## src/rtl/clkstab_pkg.sv

```systemverilog
package clkstab_pkg;
  typedef enum logic [2:0] {
    PH_HOLD = 3'd0,
    PH_REL  = 3'd1,
    PH_RUN  = 3'd2,
    PH_STOP = 3'd3,
    PH_WAKE = 3'd4
  } phase_t;

  localparam int SRC_POR = 0;
  localparam int SRC_LVD = 1;
  localparam int SRC_W   = 2;
endpackage

```

## src/rtl/clkstab_presc.sv

```systemverilog
module clkstab_presc #(
  parameter int CNT_W = 12
) (
  input  logic             clk,
  input  logic             rst,
  input  logic             clr,
  input  logic             en,
  output logic [CNT_W-1:0] cnt,
  output logic             wrap
);
  localparam logic [CNT_W-1:0] LAST = {CNT_W{1'b1}};

  always_ff @(posedge clk) begin
    if (rst || clr)
      cnt <= '0;
    else if (en)
      cnt <= cnt + 1'b1;
  end

  // carry out of the last counting stage
  assign wrap = en && !clr && (cnt == LAST);
endmodule

```

## src/rtl/clkstab_fsm.sv

```systemverilog
module clkstab_fsm
  import clkstab_pkg::*;
#(
  parameter int CNT_W     = 12,
  parameter int REL_LEN   = 64,
  parameter int SHORT_LEN = 32
) (
  input  logic             clk,
  input  logic             rst,
  input  logic             req,
  input  logic             stop_req,
  input  logic             wake_evt,
  input  logic             short_wake,
  input  logic [CNT_W-1:0] cnt,
  output phase_t           phase,
  output logic             cnt_clr,
  output logic             cnt_en,
  output logic             pin_low_q,
  output logic             cpu_rst_q,
  output logic             bus_en_q
);
  localparam logic [CNT_W-1:0] LONG_LAST  = {CNT_W{1'b1}};
  localparam logic [CNT_W-1:0] REL_LAST   = CNT_W'(REL_LEN - 1);
  localparam logic [CNT_W-1:0] SHORT_LAST = CNT_W'(SHORT_LEN - 1);

  phase_t nxt;
  logic   short_q;
  logic   wake_done;

  assign wake_done = (cnt == (short_q ? SHORT_LAST : LONG_LAST));

  always_comb begin
    nxt = phase;
    if (req) begin
      nxt = PH_HOLD;
    end else begin
      case (phase)
        PH_HOLD: if (cnt == LONG_LAST) nxt = PH_REL;
        PH_REL:  if (cnt == REL_LAST)  nxt = PH_RUN;
        PH_RUN:  if (stop_req)         nxt = PH_STOP;
        PH_STOP: if (wake_evt)         nxt = PH_WAKE;
        PH_WAKE: if (wake_done)        nxt = PH_RUN;
        default:                       nxt = PH_HOLD;
      endcase
    end
  end

  assign cnt_clr = req || (nxt != phase) || (phase == PH_STOP);
  assign cnt_en  = (phase != PH_STOP);

  always_ff @(posedge clk) begin
    if (rst) begin
      phase     <= PH_HOLD;
      short_q   <= 1'b0;
      pin_low_q <= 1'b1;
      cpu_rst_q <= 1'b1;
      bus_en_q  <= 1'b0;
    end else begin
      phase     <= nxt;
      if (phase == PH_STOP && wake_evt)
        short_q <= short_wake;
      pin_low_q <= (nxt == PH_HOLD);
      cpu_rst_q <= (nxt == PH_HOLD) || (nxt == PH_REL);
      bus_en_q  <= (nxt == PH_REL) || (nxt == PH_RUN);
    end
  end
endmodule

```

## src/rtl/clkstab_status.sv

```systemverilog
module clkstab_status
  import clkstab_pkg::*;
(
  input  logic              clk,
  input  logic              rst,
  input  logic              por_set,
  input  logic              lvd_set,
  input  logic              clr,
  output logic [SRC_W-1:0]  src
);
  always_ff @(posedge clk) begin
    if (rst || por_set) begin
      src          <= '0;
      src[SRC_POR] <= 1'b1;
    end else if (lvd_set) begin
      src[SRC_LVD] <= 1'b1;
    end else if (clr) begin
      src <= '0;
    end
  end
endmodule

```

## src/rtl/clkstab_seq.sv

```systemverilog
module clkstab_seq
  import clkstab_pkg::*;
#(
  parameter int CNT_W     = 12,
  parameter int REL_LEN   = 64,
  parameter int SHORT_LEN = 32
) (
  input  logic       clk,
  input  logic       rst,
  input  logic       por_req,
  input  logic       lvd_trip,
  input  logic       stop_req,
  input  logic       wake_evt,
  input  logic       short_wake,
  input  logic       stat_clr,
  output logic       rst_pin_low,
  output logic       cpu_rst,
  output logic       bus_clk_en,
  output logic [1:0] rst_status,
  output logic       wdog_tick
);
  logic [CNT_W-1:0] cnt;
  logic             wrap, cnt_clr, cnt_en, req;
  phase_t           phase;

  assign req = por_req || lvd_trip;

  clkstab_presc #(.CNT_W(CNT_W)) u_presc (
    .clk(clk), .rst(rst), .clr(cnt_clr), .en(cnt_en), .cnt(cnt), .wrap(wrap)
  );

  clkstab_fsm #(.CNT_W(CNT_W), .REL_LEN(REL_LEN), .SHORT_LEN(SHORT_LEN)) u_fsm (
    .clk(clk), .rst(rst), .req(req), .stop_req(stop_req), .wake_evt(wake_evt),
    .short_wake(short_wake), .cnt(cnt), .phase(phase), .cnt_clr(cnt_clr),
    .cnt_en(cnt_en), .pin_low_q(rst_pin_low), .cpu_rst_q(cpu_rst),
    .bus_en_q(bus_clk_en)
  );

  clkstab_status u_status (
    .clk(clk), .rst(rst), .por_set(por_req), .lvd_set(lvd_trip),
    .clr(stat_clr), .src(rst_status)
  );

  // extra stage past the counter: one pulse per full period while running
  always_ff @(posedge clk) begin
    if (rst)
      wdog_tick <= 1'b0;
    else
      wdog_tick <= wrap && (phase == PH_RUN);
  end
endmodule

```

## config.mk

```make
export PLATFORM = sky130hd
export DESIGN_NAME = clkstab_seq
export DESIGN_NICKNAME = d
export VERILOG_FILES = /design/src/rtl/clkstab_pkg.sv /design/src/rtl/clkstab_presc.sv /design/src/rtl/clkstab_fsm.sv /design/src/rtl/clkstab_status.sv /design/src/rtl/clkstab_seq.sv
export SDC_FILE = /design/constraint.sdc
export NUM_CORES = 1
export LEC_CHECK = 0
export BUFFER_PORTS_ARGS = -buffer_cell sky130_fd_sc_hd__buf_4
export CORE_AREA = 2 2 42 60
export CTS_CLUSTER_DIAMETER = 60
export DETAILED_ROUTE_END_ITERATION = 16
export DIE_AREA = 0 0 44 62
export PLACE_DENSITY = 0.73
export SYNTH_ARGS = -nofsm -noshare
export SYNTH_HDL_FRONTEND = slang
export SYNTH_SLANG_ARGS = --single-unit
```

## constraint.sdc

```tcl
create_clock -name clk -period 2 [get_ports clk]
set_input_delay 0.1 -clock clk [delete_from_list [all_inputs] [get_ports clk]]
set_output_delay 0.1 -clock clk [all_outputs]
set_load 0.005 [all_outputs]
```

==> impl_metrics.ini <==
[pwr]
power_density_nw_per_um2 = 595.6
power.leakage_uw = 0.0005236
ir_drop_v = 0.0004122

[timing]
drv_slew = 0
setup_viol = 0
hold_slack_ns = 0.02193
slew_headroom_pct = 68.83
rsz0062_at_grt = no
finalSetupTns_ns = 0
skew_ns = 0.007296
finalCriticalPeriod_ns = 1.914
max_slew.worst_pin.slew_ns = 0.4670
layout_worst_path_cycle_share_pct = 95.68
fmax_mhz = 522.6
finalHoldViolCount = 0

[finish]
utilization_pct = 60.85
finalNonFillerCells = 174
design_area_sq_um = 1375
diodes = 0
nets = 161
area_growth_pct = 19.98
layout_commonest_cell = nor2_1
most-common-layout-cells = nor2_1 (24), dfxtp_1 (22), buf_4 (18)
num-fill-cells = 198
drive_gt1_share_pct = 21.85

[placed_design]
dpl.hpwl_microns = 1839
dp.cells = 166
dpl-instance-area_sq_um = 1285
port_buffers = 13
gp_routability_congestion = 0.8649

[floorplanning]
coreArea_sq_um = 2260
start_util_pct = 50.72
fp.dieH_microns = 62
rows = 21
pin_count = 14
dieArea_sq_um = 2728
die_x_microns = 44

[routing]
drc = 0
ant_nets = 0
drt-initial-drc-count = 24
first_pass_iters = 4
wl_per_cell_microns = 14.00
wirelength_microns = 2436
routed_via_density = 5.966
route.vias.total = 1038

[logic_synthesis]
synth_cell_types = 43
synth_area_sq_um = 1146
synth_edf_count = 0
yosysSeqAreaShare_pct = 38.43
async_flop_share_pct = 0
synthFlopType = dfxtp_1
syn_area_per_cell_sq_um = 8.816
ys_warn_count = 0
syn_inst = 130
synth-seq-cells = 22
syn_nets = 139

[cts]
cts_tree = yes
clockBufferDepth = 2
cts_buffers = 3
clockRootBuffer = clkbuf_4
clk_latency_ns = 0.31
cts.sinks = 22
htreeDepth = 1
clkTransAtPathRegs_ns = 0.12
cts_resized = 0

[global_route]
antenna_found_initial = 0
grt_max_degree = 17
grtUsageMet1_pct = 20.85
top_usage_layer = met2
grt.total_usage_pct = 19.17
grtUsageMet3_pct = 1.734
grt_pass1_wl_microns = 3884
grt_pass1_vias = 924
global_route.usage.met2_pct = 35.92
grt_overflow = 0

[setup_path]
cp-end-kind = register
cp.arrival_ns = 2.15
rrSetupSlack_ns = 0.09
crit_chain = ha_1 > nand4_4 > o31a_1 > a211o_1 > a21o_2 > a311oi_2
max_stage_delay_ns = 0.40
critPathRequiredTime_ns = 2.24
critPathMaxFanout = 5
rr_endpoint = u_fsm.bus_en_q
r2r_cells = 6
endpoint = u_fsm.bus_en_q
startpoint = u_presc.cnt[0]
crit_type = reg2reg
startpoint_type = register
r2r-start = u_presc.cnt[0]
crit_slowest_cell = dfxtp_1

[job]
maxCapViolations = 0

[min_path]
hp-class = in2reg

[status]
status = completed
==> per-stage QoR <==
stage	total power (uW)	setup slack, ns
2_1_floorplan	465.2	0.2716
3_3_place_gp	485.6	0.1546
3_5_place_dp	486.8	0.1153
4_1_cts	826.3	0.08287
5_1_grt	849.7	0.01421
6_report	819.0	0.08638
==> synthesized netlist by cell type, types with 2 or more instances <==
library cell   n  area (sq um)
nand4_1        4         25.02
nand2_1        8         30.03
nand3_1        3         15.01
xor2_1         6         52.55
xnor2_1        4         35.03
o21a_1         2         15.01
buf_2          2         10.01
a21oi_1        7         35.03
nor3_2         2         20.02
nor2_1        24         90.09
nor3_1         6         30.03
o21ai_1        2         10.01
dfxtp_1       22         440.4
nand4b_1       3         26.28
clkbuf_1       2         7.510
inv_1          3         11.26
and3_1         3         18.77
a31oi_1        2         12.51
==> registers in the layout, summed over array words and instances (netlist names) <==
name / count
u_fsm.bus_en_q: 1
u_fsm.pin_low_q: 1
u_status.src: 2
u_fsm.cpu_rst_q: 1
u_fsm.phase: 3
wdog_tick: 1
u_fsm.short_q: 1
u_presc.cnt: 12
==> metal layers <==
layer / part of all wire (%) / vias to the layer above / wire, microns
met3: 1.9 / 6 / 47
met5: 0 / - / 0
met4: 2.3 / 0 / 55
met2: 55 / 12 / 1348
li1: - / 509 / -
met1: 40 / 511 / 984
==> cells by family (layout without fill, tap and decap cells) <==
| logic type | count (synthesis) | after routing | synth area share, % |
|---|---|---|---|
| adders and majority gates | 1 | 1 | 1.092 |
| muxes | 1 | 1 | 0.8734 |
| buffers and inverters | 8 | 29 | 4.040 |
| AOI/OAI and AO/OA | 26 | 26 | 17.14 |
| DFF | 22 | 22 | 38.43 |
| and+or+nand+nor | 62 | 62 | 30.79 |
| xor gates and xnor gates | 10 | 10 | 7.642 |
==> worst max-delay path, delay by kind of cell (launching register included) <==
family	cells	cell delay, ns
and+or+nand+nor	1	0.18
DFF	1	0.40
adders and majority gates	1	0.27
AOI/OAI and AO/OA	4	0.98
==> final cells by class <==
cell class,instances,area [sq um],share of cell area [%]
timing repair buffer,21,165.2,12.01
multi-input combinational,100,659.4,47.95
clock buffer,3,22.52,1.638
inverter,4,28.78,2.093
clock inverter,1,30.03,2.184
sequential,22,440.4,32.03
tap,23,28.78,2.093
==> repair_timing <==
item | CTS | global route
setup buffers | 0 | 1
hold buffers | 3 | 0
setup endpoints to repair | 0 | 1
endpoints found under the hold margin | 3 | 0
==> power breakdown <==
part / switching (uW) / internal, uW / leakage, uW
Clock: 135 / 203 / 0.0000279
Combinational: 16.9 / 21.5 / 0.000318
Sequential: 1.89 / 441 / 0.000178
==> worst min path at each step <==
stage	to	from	depth (start not counted)	slack (ns)
global route	u_fsm.cpu_rst_q	lvd_trip	3	0.04
finish	u_fsm.short_q	short_wake	3	0.02
detailed placement	u_fsm.short_q	rst	2	0.30
global placement	u_status.src[1]	por_req	2	0.29
CTS	u_fsm.short_q	short_wake	3	0.02
floorplan	u_fsm.short_q	rst	1	0.17
Power figures use the tool's default switching activity.
